===== src/rtl/stat_pkg.sv =====
package stat_pkg;
  localparam logic [7:0] OP_SET_LATCH = 8'h06;
  localparam logic [7:0] OP_CLR_LATCH = 8'h04;
  localparam logic [7:0] OP_RD_STAT   = 8'h05;
  localparam logic [7:0] OP_WR_STAT   = 8'h01;

  localparam int BITCNT_W = 5;

  typedef enum logic {BUSY_STAT = 1'b0, BUSY_ARR = 1'b1} busy_kind_t;

  function automatic logic [7:0] pack_status(input logic lock, input logic [1:0] lvl,
                                             input logic latch, input logic busy);
    return {lock, 3'b000, lvl, latch, busy};
  endfunction
endpackage


===== src/rtl/stat_pin_sync.sv =====
module stat_pin_sync #(
  parameter int W = 4,
  parameter int STAGES = 2,
  parameter logic [W-1:0] RST_VAL = '0
) (
  input  logic         clk,
  input  logic         rst,
  input  logic [W-1:0] d,
  output logic [W-1:0] q
);
  logic [W-1:0] chain [STAGES];

  for (genvar g = 0; g < STAGES; g++) begin : g_stage
    always_ff @(posedge clk) begin
      if (rst) chain[g] <= RST_VAL;
      else if (g == 0) chain[g] <= d;
      else chain[g] <= chain[(g == 0) ? 0 : g - 1];
    end
  end

  assign q = chain[STAGES-1];
endmodule


===== src/rtl/stat_cmd_rx.sv =====
module stat_cmd_rx
  import stat_pkg::*;
(
  input  logic       clk,
  input  logic       rst,
  input  logic       csn_s,
  input  logic       sck_s,
  input  logic       mosi_s,
  output logic       rd_mode,
  output logic       sck_fall,
  output logic       ev_set,
  output logic       ev_clr,
  output logic       ev_wst,
  output logic       wst_lock,
  output logic [1:0] wst_lvl
);
  logic                sck_q, csn_q;
  logic [BITCNT_W-1:0] bitcnt;
  logic [7:0]          shreg, opcode;
  logic                sck_rise, cs_rise;
  localparam logic [BITCNT_W-1:0] CNT_MAX = '1;

  assign sck_rise = sck_s & ~sck_q & ~csn_s;
  assign sck_fall = ~sck_s & sck_q & ~csn_s;
  assign cs_rise  = csn_s & ~csn_q;

  always_ff @(posedge clk) begin
    if (rst) begin
      sck_q    <= 1'b0;
      csn_q    <= 1'b1;
      bitcnt   <= '0;
      shreg    <= '0;
      opcode   <= '0;
      rd_mode  <= 1'b0;
      ev_set   <= 1'b0;
      ev_clr   <= 1'b0;
      ev_wst   <= 1'b0;
      wst_lock <= 1'b0;
      wst_lvl  <= '0;
    end else begin
      sck_q  <= sck_s;
      csn_q  <= csn_s;
      ev_set <= 1'b0;
      ev_clr <= 1'b0;
      ev_wst <= 1'b0;
      if (csn_s) begin
        if (cs_rise) begin
          ev_set   <= (bitcnt == BITCNT_W'(8))  && (opcode == OP_SET_LATCH);
          ev_clr   <= (bitcnt == BITCNT_W'(8))  && (opcode == OP_CLR_LATCH);
          ev_wst   <= (bitcnt == BITCNT_W'(16)) && (opcode == OP_WR_STAT);
          wst_lock <= shreg[7];
          wst_lvl  <= shreg[3:2];
        end
        bitcnt  <= '0;
        rd_mode <= 1'b0;
      end else if (sck_rise) begin
        shreg <= {shreg[6:0], mosi_s};
        if (bitcnt != CNT_MAX) bitcnt <= bitcnt + 1'b1;
        if (bitcnt == BITCNT_W'(7)) begin
          opcode  <= {shreg[6:0], mosi_s};
          rd_mode <= ({shreg[6:0], mosi_s} == OP_RD_STAT);
        end
      end
    end
  end
endmodule


===== src/rtl/stat_tx.sv =====
module stat_tx (
  input  logic       clk,
  input  logic       rst,
  input  logic       csn_s,
  input  logic       rd_mode,
  input  logic       sck_fall,
  input  logic [7:0] status,
  output logic       miso,
  output logic       miso_en
);
  logic [7:0] txsh;
  logic [2:0] left;

  always_ff @(posedge clk) begin
    if (rst) begin
      txsh    <= '0;
      left    <= '0;
      miso    <= 1'b0;
      miso_en <= 1'b0;
    end else if (csn_s) begin
      left    <= '0;
      miso    <= 1'b0;
      miso_en <= 1'b0;
    end else if (rd_mode && sck_fall) begin
      miso_en <= 1'b1;
      if (left == 3'd0) begin
        miso <= status[7];
        txsh <= {status[6:0], 1'b0};
        left <= 3'd7;
      end else begin
        miso <= txsh[7];
        txsh <= {txsh[6:0], 1'b0};
        left <= left - 1'b1;
      end
    end
  end
endmodule


===== src/rtl/stat_prot_dec.sv =====
module stat_prot_dec #(
  parameter int ADDR_W = 11
) (
  input  logic [1:0]        lvl,
  input  logic [ADDR_W-1:0] addr,
  output logic              hit
);
  localparam logic [ADDR_W:0] SPAN     = (ADDR_W+1)'(1) << ADDR_W;
  localparam logic [ADDR_W:0] HALF_LO  = SPAN >> 1;
  localparam logic [ADDR_W:0] QUART_LO = SPAN - (SPAN >> 2);

  logic [ADDR_W:0] a_ext;
  assign a_ext = {1'b0, addr};

  always_comb begin
    unique case (lvl)
      2'b01:   hit = (a_ext >= QUART_LO);
      2'b10:   hit = (a_ext >= HALF_LO);
      2'b11:   hit = 1'b1;
      default: hit = 1'b0;
    endcase
  end
endmodule


===== src/rtl/stat_regs.sv =====
module stat_regs
  import stat_pkg::*;
#(
  parameter int STW_CYCLES = 1500
) (
  input  logic       clk,
  input  logic       rst,
  input  logic       ev_set,
  input  logic       ev_clr,
  input  logic       ev_wst,
  input  logic       wst_lock,
  input  logic [1:0] wst_lvl,
  input  logic       wp_s,
  input  logic       arr_start,
  input  logic       arr_hit,
  input  logic       arr_done,
  output logic       lock_q,
  output logic [1:0] lvl_q,
  output logic       latch_q,
  output logic       busy_q,
  output logic       ack_q,
  output logic       allowed_q
);
  localparam int TMR_W = (STW_CYCLES > 1) ? $clog2(STW_CYCLES) : 1;

  logic [TMR_W-1:0] tmr;
  busy_kind_t       kind;
  logic             hw_lock;

  assign hw_lock = lock_q & ~wp_s;

  always_ff @(posedge clk) begin
    if (rst) begin
      lock_q    <= 1'b0;
      lvl_q     <= '0;
      latch_q   <= 1'b0;
      busy_q    <= 1'b0;
      ack_q     <= 1'b0;
      allowed_q <= 1'b0;
      tmr       <= '0;
      kind      <= BUSY_STAT;
    end else begin
      ack_q     <= 1'b0;
      allowed_q <= latch_q & ~busy_q;
      if (busy_q) begin
        if (kind == BUSY_STAT) begin
          if (tmr == '0) begin
            busy_q  <= 1'b0;
            latch_q <= 1'b0;
          end else begin
            tmr <= tmr - 1'b1;
          end
        end else if (arr_done) begin
          busy_q  <= 1'b0;
          latch_q <= 1'b0;
        end
      end else begin
        if (ev_set) latch_q <= 1'b1;
        if (ev_clr) latch_q <= 1'b0;
        if (ev_wst && latch_q && !hw_lock) begin
          lock_q <= wst_lock;
          lvl_q  <= wst_lvl;
          busy_q <= 1'b1;
          kind   <= BUSY_STAT;
          tmr    <= TMR_W'(STW_CYCLES - 1);
        end else if (arr_start && latch_q && !arr_hit) begin
          busy_q <= 1'b1;
          kind   <= BUSY_ARR;
          ack_q  <= 1'b1;
        end
      end
    end
  end
endmodule


===== src/rtl/spi_status_ctrl.sv =====
module spi_status_ctrl
  import stat_pkg::*;
#(
  parameter int ADDR_W      = 11,
  parameter int STW_CYCLES  = 1500,
  parameter int SYNC_STAGES = 2
) (
  input  logic              clk,
  input  logic              rst,
  input  logic              spi_cs_n,
  input  logic              spi_sck,
  input  logic              spi_mosi,
  output logic              spi_miso,
  output logic              spi_miso_en,
  input  logic              wp_n,
  input  logic              arr_wr_start,
  input  logic [ADDR_W-1:0] arr_wr_addr,
  input  logic              arr_wr_done,
  output logic              arr_wr_ack,
  output logic              arr_wr_allowed,
  output logic              arr_addr_prot
);
  logic       csn_s, sck_s, mosi_s, wp_s;
  logic       rd_mode, sck_fall, ev_set, ev_clr, ev_wst, wst_lock;
  logic [1:0] wst_lvl;
  logic       srwd_q, wel_q, wip_q;
  logic [1:0] bp_q;
  logic       prot_hit;
  logic [7:0] status;

  stat_pin_sync #(.W(4), .STAGES(SYNC_STAGES), .RST_VAL(4'b1001)) u_sync (
    .clk(clk), .rst(rst),
    .d({spi_cs_n, spi_sck, spi_mosi, wp_n}),
    .q({csn_s, sck_s, mosi_s, wp_s})
  );

  stat_cmd_rx u_rx (
    .clk(clk), .rst(rst), .csn_s(csn_s), .sck_s(sck_s), .mosi_s(mosi_s),
    .rd_mode(rd_mode), .sck_fall(sck_fall), .ev_set(ev_set), .ev_clr(ev_clr),
    .ev_wst(ev_wst), .wst_lock(wst_lock), .wst_lvl(wst_lvl)
  );

  stat_prot_dec #(.ADDR_W(ADDR_W)) u_dec (
    .lvl(bp_q), .addr(arr_wr_addr), .hit(prot_hit)
  );

  stat_regs #(.STW_CYCLES(STW_CYCLES)) u_regs (
    .clk(clk), .rst(rst), .ev_set(ev_set), .ev_clr(ev_clr), .ev_wst(ev_wst),
    .wst_lock(wst_lock), .wst_lvl(wst_lvl), .wp_s(wp_s),
    .arr_start(arr_wr_start), .arr_hit(prot_hit), .arr_done(arr_wr_done),
    .lock_q(srwd_q), .lvl_q(bp_q), .latch_q(wel_q), .busy_q(wip_q),
    .ack_q(arr_wr_ack), .allowed_q(arr_wr_allowed)
  );

  assign status = pack_status(srwd_q, bp_q, wel_q, wip_q);

  stat_tx u_tx (
    .clk(clk), .rst(rst), .csn_s(csn_s), .rd_mode(rd_mode), .sck_fall(sck_fall),
    .status(status), .miso(spi_miso), .miso_en(spi_miso_en)
  );

  always_ff @(posedge clk) begin
    if (rst) arr_addr_prot <= 1'b0;
    else     arr_addr_prot <= prot_hit;
  end
endmodule


===== config.mk =====
export PLATFORM = sky130hd
export DESIGN_NAME = spi_status_ctrl
export DESIGN_NICKNAME = d
export VERILOG_FILES = /design/src/rtl/stat_pkg.sv /design/src/rtl/stat_pin_sync.sv /design/src/rtl/stat_cmd_rx.sv /design/src/rtl/stat_tx.sv /design/src/rtl/stat_prot_dec.sv /design/src/rtl/stat_regs.sv /design/src/rtl/spi_status_ctrl.sv
export SDC_FILE = /design/constraint.sdc
export NUM_CORES = 1
export LEC_CHECK = 0
export ABC_AREA = 0
export BUFFER_PORTS_ARGS = -buffer_cell sky130_fd_sc_hd__buf_2
export CORE_UTILIZATION = 38
export CTS_CLUSTER_SIZE = 30
export DETAILED_ROUTE_END_ITERATION = 7
export PLACE_DENSITY = 0.66
export RECOVER_POWER = 100
export SLEW_MARGIN = 20
export SYNTH_ARGS = -nofsm -noshare
export SYNTH_HDL_FRONTEND = slang
export SYNTH_SLANG_ARGS = --single-unit

===== constraint.sdc =====
create_clock -name clk -period 2.3 [get_ports clk]
set_clock_uncertainty 0.1 [all_clocks]
set_input_delay 0.23 -clock clk [delete_from_list [all_inputs] [get_ports clk]]
set_output_delay 0.23 -clock clk [all_outputs]
set_load 0.05 [all_outputs]

==> results of run 1 <==
## sequential cells by signal, summed over array words and instances (netlist names), 2 cells and up
signal and cells:
u_tx.left 3, u_regs.tmr 11, u_sync.chain 8, u_rx.bitcnt 5
u_regs.lvl_q 2, u_rx.wst_lvl 2, u_tx.txsh 7, u_rx.shreg 8
u_rx.opcode 8
## layer usage
metal | global-route usage [%] | wire [um] | vias to the layer above
li1 | - | - | 1105
met1 | 17.7 | 2440 | 965
met2 | 24.1 | 2370 | 38
met3 | 5.88 | 234 | 9
met4 | 5.72 | 92 | 0
met5 | 0 | 0 | -
## logic make-up (layout without fill, tap and decap cells)
group	Yosys count	in the layout
muxes	21	21
DFF	70	70
AOI/OAI and AO/OA	48	48
buffers and inverters	21	46
and+or+nand+nor	133	133
xor gates and xnor gates	4	4
adders and majority gates	6	6
## synth_stat cells (all sizes together), types with 3 or more instances
cell type  count
dfxtp         70
nor2          44
nand2         25
mux2i         21
a21oi         19
clkbuf        10
nand3          9
nor2b          9
inv            8
a211oi         7
o21ai          7
ha             6
or2            6
nand2b         5
or3            5
nor3           4
nor4           4
o31ai          4
a31oi          3
buf            3
nor4b          3
or4            3
xor2           3
## report_power, final
part / internal, mW / switching, mW / total, mW
logic: 0.0191 / 0.0233 / 0.0424
registers: 1.22 / 0.00421 / 1.22
clock network: 0.438 / 0.429 / 0.867
total: 1.68 / 0.456 / 2.13
## worst paths after layout
| check | from | endpoint | slack [ns] | cells past startpoint |
|---|---|---|---|---|
| setup / recovery | u_regs.tmr[2]$_SDFFE_PP0P_ | u_regs.tmr[7]$_SDFFE_PP0P_ | 0.24 | 4 |
| setup reg to reg | u_regs.tmr[2]$_SDFFE_PP0P_ | u_regs.tmr[7]$_SDFFE_PP0P_ | 0.24 | 4 |
| hold / removal | arr_wr_addr[9] | arr_addr_prot$_SDFF_PP0_ | 0.07 | 3 |
| hold reg to reg | u_sync.chain[0][3]$_SDFF_PP1_ | u_sync.chain[1][3]$_SDFF_PP1_ | 0.31 | 1 |
## worst reg2reg max path, stage by stage (launching register included)
cell and delay, ns:
dfxtp_1 0.37, or4_4 0.59, o41ai_4 0.58, or4_2 0.23
a31oi_1 0.08
## metrics by stage
stage                     worst slack [ns]  std cells  power [mW]  hold WS, ns  utilization (%)
final                                0.237        427        2.13       0.0704             44.5
after global routing                 0.104        427        2.22       0.0605             44.5
after CTS                            0.244        427        2.16       0.0584             44.8
after detailed placement             0.271        408        1.29        0.297             41.8
after global placement               0.315        408        1.29        0.292             41.8
after floorplan                      0.372        303        1.28        0.234                -
## cell type report
| type | count | share of cell area (%) |
|---|---|---|
| Sequential cell | 70 | 43.7 |
| Multi-Input combinational cell | 212 | 42.0 |
| Clock buffer | 11 | 4.72 |
| Timing Repair Buffer | 23 | 4.06 |
| Tap cell | 99 | 3.86 |
| Inverter | 8 | 0.936 |
| Clock inverter | 4 | 0.702 |
## what timing repair did
action                                 in CTS  in global routing
setup buffers                               0                  0
gates resized for setup                     0                  0
hold buffers                                4                  0
endpoints found under the hold margin       4                  0
==> flow_summary.toml, run 1 <==
[sta]
finalHoldViolations = 0
rsz0062_at_grt = "no"
max_freq_mhz = 485
fin_tns_setup_ns = 0
worst_slew_pin_slew_ns = 1.56
layout_min_cycle_time_ns = 2.06
maxSlewViolCount = 40
post-route-period-util_pct = 89.7
max-slew-margin-rel_pct = -4.13
finalSetupViolCount = 0

[routing]
drtAntennaViolNets = 0
dr.pass1.iters = 4
vias = 2117
first_iter_violations = 86
routedWlPerCell_um = 12.0
wl_mm = 5.14
vias_per_cell = 4.96
drc = 0

[yosys]
synth_fa_ha_area_share_pct = 2.65
avgSynthCellArea_um2 = 9.34
synth-edff-count = 0
synth_cell_type_count = 47
synth_area_um2 = 2830
synth_nets = 328
synth.mux.area_fraction_pct = 7.43
synth_cells = 303
synth-simple-area-share_pct = 24.9
ys_seq_area_share_pct = 49.5
postSynth.asyncResetShare_pct = 0
ys_ff_latch = 70
synth_compound_area_share_pct = 11.4
yosysTopAreaCell = "dfxtp_1"
synth_top_area_share_pct = 49.5
synth_top_family_by_area = "simple AND/OR/NAND/NOR gates"
synthFlopType = "dfxtp_1"
yosysWarnings = 0
synthXorXnorAreaFrac_pct = 1.24
synth_area_leaders = "dfxtp_1, mux2i_1, nor2_1"

[die]
start_util_pct = 39.2
die_area_um2 = 7800
ios = 24
core_area_um2 = 7210
die_y_um = 88.3
die_width_um = 88.3
rows = 31

[global_routing]
grt_max_degree = 40
grt_pass1_wl_mm = 8.78
gr-usage-all-layers_pct = 14.8
grt_antenna_before_repair = 0
grt_pass1_vias = 2000
grt_overflow = 0

[finish]
layout_commonest_cell = "dfxtp_1"
postLayoutCellArea_um2 = 3210
nNetsFinal = 349
layout_common_cells = "dfxtp_1, nor2_1, nand2_1"
n_antenna_cell = 0
fill_cells = 719
drive_gt1_share_pct = 12.5
multiInputGateArea_um2 = 1350
ff_latch_area_um2 = 1400
area_delta_synth_final_pct = 13.3

[clock_network]
cts_num_sinks = 70
ctsLongestPathBuffers = 2
cts_root_buf = "clkbuf_8"
cts_tree = "done"
insertion_delay_ns = 0.34
path_clk_slew_ns = 0.07
htreeDepth = 3
cts_buffers = 9

[pwr]
peakVddDrop_mv = 0.316
power_leakage_nw = 1.15
p_per_area_nw_per_um2 = 665

[placement]
dpl-instance-area_um2 = 3020
portBuffers = 14
dp_hpwl_mm = 3.45
gp_congestion = 0.782

[worst_setup_path]
crit_type = "register to register"
cp.required_ns = 2.42
arrival_ns = 2.19
slowest_delay_ns = 0.59
end_kind = "register"
critPathLaunchType = "register"
critPathBufInv = 0
crit_chain = "or4_4, o41ai_4, or4_2, a31oi_1"
cpLargestDelayFamily = "simple AND/OR/NAND/NOR gates"
critical-path-slowest-cell = "or4_4"
crit_path_max_fanout = 10

[status]
status = "finished, violations left"
violations = "capacitance limit, slew limit"

[worst_hold_path]
holdCritPathClass = "primary input to register"

[run]
max-cap-violations = 1
Note: power is estimated with default switching activity, not from simulation.
==> run 2, diff against run 1 <==
--- a/config.mk
+++ b/config.mk
@@ -11,7 +11,7 @@
 export CTS_CLUSTER_SIZE = 30
 export DETAILED_ROUTE_END_ITERATION = 7
 export PLACE_DENSITY = 0.66
-export RECOVER_POWER = 100
+export RECOVER_POWER = 50
 export SLEW_MARGIN = 20
 export SYNTH_ARGS = -nofsm -noshare
 export SYNTH_HDL_FRONTEND = slang
==> flow_summary.toml, run 2 (same netlist as run 1, synthesis figures left out) <==
[worst_setup_path]
reg2reg_setup_slack_ns = 0.24
startpoint = "u_regs.tmr[2]$_SDFFE_PP0P_"
critPathLaunchType = "register"
cp.required_ns = 2.42
arrival_ns = 2.19
crit_path_max_fanout = 10
end_kind = "register"
crit_type = "register to register"
worstReg2RegStart = "u_regs.tmr[2]$_SDFFE_PP0P_"

[clock_network]
path_clk_slew_ns = 0.07
insertion_delay_ns = 0.34
cts_num_sinks = 70
post_cts_resized = 0
htreeDepth = 3
postCtsSetupRepairBufs = 0
hold_buffers = 4
cts_tree = "done"
cts_root_buf = "clkbuf_8"
ctsLongestPathBuffers = 2
cts_buffers = 9

[sta]
finalSetupViolCount = 0
worst_slew_pin_slew_ns = 1.58
layout_min_cycle_time_ns = 2.06
finalHoldViolations = 0
maxSlewViolCount = 40
post-route-period-util_pct = 89.7
rsz0062_at_grt = "no"
fin_tns_setup_ns = 0
timing.hold.ws_ns = 0.0700
max_freq_mhz = 485
max-slew-margin-rel_pct = -5.14

[worst_hold_path]
worstHoldStart = "arr_wr_addr[9]"
holdCritPathClass = "primary input to register"

[pwr]
peakVddDrop_mv = 0.316
power_leakage_nw = 1.16
p_per_area_nw_per_um2 = 662

[routing]
first_iter_violations = 88
drtAntennaViolNets = 0
wl_mm = 5.15
routedWlPerCell_um = 12.1
drc = 0
vias = 2114
vias_per_cell = 4.95
dr.pass1.iters = 4

[finish]
layout_commonest_cell = "dfxtp_1"
post-route-util_pct = 44.6
n_antenna_cell = 0
nNetsFinal = 349
fin_cells = 427
drive_gt1_share_pct = 13.4
postLayoutCellArea_um2 = 3220
top_register = "u_regs.tmr"
layout_common_cells = "dfxtp_1, nor2_1, nand2_1"
largest_register_ffs = 11
area_delta_synth_final_pct = 13.8

[placement]
portBuffers = 14
dp.cells = 408
dp_hpwl_mm = 3.45
gp_congestion = 0.782
dpl-instance-area_um2 = 3020

[global_routing]
grt_pass1_vias = 2000
grt_max_degree = 40
grt_antenna_before_repair = 0
gr-usage-all-layers_pct = 14.8
grt.met1_usage_pct = 17.7
top_usage_layer = "met2"
use_met3_pct = 5.88
grt_overflow = 0
grt_pass1_wl_mm = 8.78
globalRouteMet2Util_pct = 24.1

[die]
rows = 31
ios = 24
die_y_um = 88.3
core_area_um2 = 7210
start_util_pct = 39.2
die_area_um2 = 7800
die_width_um = 88.3

[run]
max-cap-violations = 1

[status]
violations = "capacitance limit, slew limit"
status = "finished, violations left"
## run 2: through the flow
| stage | setup slack (ns) | total power, mW |
|---|---|---|
| 2_1_floorplan | 0.372 | 1.28 |
| 3_3_place_gp | 0.315 | 1.29 |
| 3_5_place_dp | 0.271 | 1.29 |
| 4_1_cts | 0.244 | 2.16 |
| 5_1_grt | 0.104 | 2.22 |
| 6_report | 0.237 | 2.13 |
## run 2: per-layer routing
layer / share of wire, % / vias to the layer above / wire (um)
li1: - / 1100 / -
met1: 48 / 971 / 2490
met2: 46 / 34 / 2380
met4: 1.8 / 0 / 92
met3: 3.8 / 9 / 195
met5: 0 / - / 0
## run 2: critical path, stage by stage (launching register included)
cell,delay [ns]
dfxtp_1,0.37
or4_4,0.59
o41ai_4,0.58
or4_2,0.23
a31oi_1,0.08
## run 2: final timing paths
kind | endpoint | cells past startpoint
min | arr_addr_prot$_SDFF_PP0_ | 3
max reg2reg | u_regs.tmr[7]$_SDFFE_PP0P_ | 4
max | u_regs.tmr[7]$_SDFFE_PP0P_ | 4
min reg2reg | u_sync.chain[1][3]$_SDFF_PP1_ | 1
## run 2: area by class of cell
cell class / instances / area (um2)
clock buffers: 11 / 151
clock inverters: 4 / 22.5
fillers: 719 / 3990
inverters: 8 / 30.0
multi-input cells: 212 / 1350
flip-flops and latches: 70 / 1400
well taps: 99 / 124
repair buffers: 23 / 138
## run 2: power breakdown
group | internal (mW) | switching (mW)
combinational | 0.0194 | 0.0233
clock | 0.438 | 0.428
sequential | 1.22 | 0.00450
total | 1.68 | 0.456
==> run 3, diff against run 2 <==
--- a/config.mk
+++ b/config.mk
@@ -7,6 +7,7 @@
 export LEC_CHECK = 0
 export ABC_AREA = 0
 export BUFFER_PORTS_ARGS = -buffer_cell sky130_fd_sc_hd__buf_2
+export CORE_ASPECT_RATIO = 1.1
 export CORE_UTILIZATION = 38
 export CTS_CLUSTER_SIZE = 30
 export DETAILED_ROUTE_END_ITERATION = 7
==> flow_summary.toml, run 3 (same netlist as run 1, synthesis figures left out) <==
[status]
status = "completed"

[clock_network]
cts_tree = "done"
htreeDepth = 3
insertion_delay_ns = 0.34
path_clk_slew_ns = 0.08
post_cts_resized = 0
cts_root_buf = "clkbuf_8"
cts_buffers = 9
cts_num_sinks = 70
ctsLongestPathBuffers = 2

[worst_setup_path]
cp.required_ns = 2.42
critPathLaunchType = "register"
r2r-end = "u_regs.tmr[3]$_SDFFE_PP0P_"
end_kind = "register"
arrival_ns = 2.15
critPathBufInv = 0
cpLargestDelayFamily = "simple AND/OR/NAND/NOR gates"
crit_type = "register to register"
slowest_delay_ns = 0.59
critical-path-slowest-cell = "or4_4"
r2r_cells = 4
crit_chain = "or4_4, o41ai_4, nor4_1, nand3b_1"
crit_path_max_fanout = 10
reg2reg_setup_slack_ns = 0.27
worstReg2RegStart = "u_regs.tmr[2]$_SDFFE_PP0P_"

[die]
die_y_um = 92.5
die_area_um2 = 7800
ios = 24
start_util_pct = 39.7
rows = 32
core_area_um2 = 7130
die_width_um = 84.3

[sta]
max_freq_mhz = 492
layout_min_cycle_time_ns = 2.03
max-slew-margin-rel_pct = 1.83
fin_tns_setup_ns = 0
rsz0062_at_grt = "no"
finalHoldViolations = 0
finalSetupViolCount = 0
worst_slew_pin_slew_ns = 1.47
timing.final.ws_setup_ns = 0.269
post-route-period-util_pct = 88.3
maxSlewViolCount = 0

[routing]
dr.pass1.iters = 4
routedWlPerCell_um = 12.6
drtAntennaViolNets = 0
first_iter_violations = 58
wl_mm = 5.23
vias_per_cell = 5.12
vias = 2121
drc = 0

[pwr]
power_frac_seq_pct = 55.3
p_int_mw = 1.73
p_comb_share_pct = 2.0
switching_share_pct = 21.8
clkPwrFrac_pct = 42.8
finalPower_mw = 2.21
peakVddDrop_mv = 0.450
p_per_area_nw_per_um2 = 689
p_sw_uw = 483
power_leakage_nw = 1.15

[finish]
layout_common_cells = "dfxtp_1, nor2_1, nand2_1"
layout_commonest_cell = "dfxtp_1"
nNetsFinal = 349
multiInputGateArea_um2 = 1350
drive_gt1_share_pct = 12.8
ff_latch_area_um2 = 1400
post-route-util_pct = 45.0
largest_register_ffs = 11
area_delta_synth_final_pct = 13.4
fill_cells = 696
n_antenna_cell = 0
top_register = "u_regs.tmr"

[placement]
portBuffers = 14
gp_congestion = 0.745
dp_hpwl_mm = 3.52
pre_cts_slack_ns = 0.307

[global_routing]
grt_antenna_before_repair = 0
grt_pass1_wl_mm = 9.19
grt_pass1_vias = 2023
grt_overflow = 0
gr-usage-all-layers_pct = 14.8
grt_max_degree = 36

[worst_hold_path]
worstHoldStart = "arr_wr_addr[9]"
hold_depth = 3
holdCritPathClass = "primary input to register"
hold_path_end = "arr_addr_prot$_SDFF_PP0_"

[run]
max-cap-violations = 0
## run 3: power groups by stage
stage               Clock (mW)  Sequential [mW]  Combinational, mW
floorplan                    0             1.25             0.0259
global placement             0             1.25             0.0398
detailed placement           0             1.25             0.0403
CTS                      0.966             1.22             0.0458
global route              1.03             1.22             0.0495
finish                   0.946             1.22             0.0439
## run 3: worst register-to-register path: stages (launching register included)
cell	delay, ns
dfxtp_1	0.37
or4_4	0.59
o41ai_4	0.55
nor4_1	0.09
nand3b_1	0.21
## run 3: cell type report
class                           count  share of cell area, %
Tap cell                           85                   3.31
Timing Repair Buffer               23                   4.05
Clock buffer                        9                   3.86
Inverter                            8                  0.935
Clock inverter                      7                   2.03
Sequential cell                    70                   43.6
Multi-Input combinational cell    212                   42.2
## run 3: worst max-delay path by stage
stage / start / to / slack [ns] / cells after the start
CTS: u_regs.tmr[2]$_SDFFE_PP0P_ / u_regs.tmr[7]$_SDFFE_PP0P_ / 0.29 / 4
finish: u_regs.tmr[2]$_SDFFE_PP0P_ / u_regs.tmr[3]$_SDFFE_PP0P_ / 0.27 / 4
global route: rst / u_rx.bitcnt[1]$_SDFFE_PP0P_ / 0.08 / 3
global placement: u_regs.tmr[2]$_SDFFE_PP0P_ / u_regs.tmr[7]$_SDFFE_PP0P_ / 0.32 / 4
detailed placement: u_regs.tmr[2]$_SDFFE_PP0P_ / u_regs.tmr[7]$_SDFFE_PP0P_ / 0.31 / 4
floorplan: u_rx.bitcnt[0]$_SDFFE_PP0P_ / u_rx.bitcnt[3]$_SDFFE_PP0P_ / 0.37 / 7
## run 3: metrics by stage
step                cells  cell area, um2  hold WS, ns
floorplan             303            2830        0.234
global placement      394            3000        0.293
detailed placement    394            3000        0.294
CTS                   414            3230       0.0803
global route          414            3210        0.111
finish                414            3210       0.0851
## run 3: repair_timing
item	CTS	global route
hold buffers	4	0
buffers inserted	0	0
hold endpoints to repair	4	0
## run 3: layer usage
| metal | wire (um) | track usage (%) |
|---|---|---|
| met2 | 2440 | 24.6 |
| met5 | 0 | 0 |
| met1 | 2570 | 18.2 |
| met3 | 201 | 6.42 |
| met4 | 23 | 2.30 |
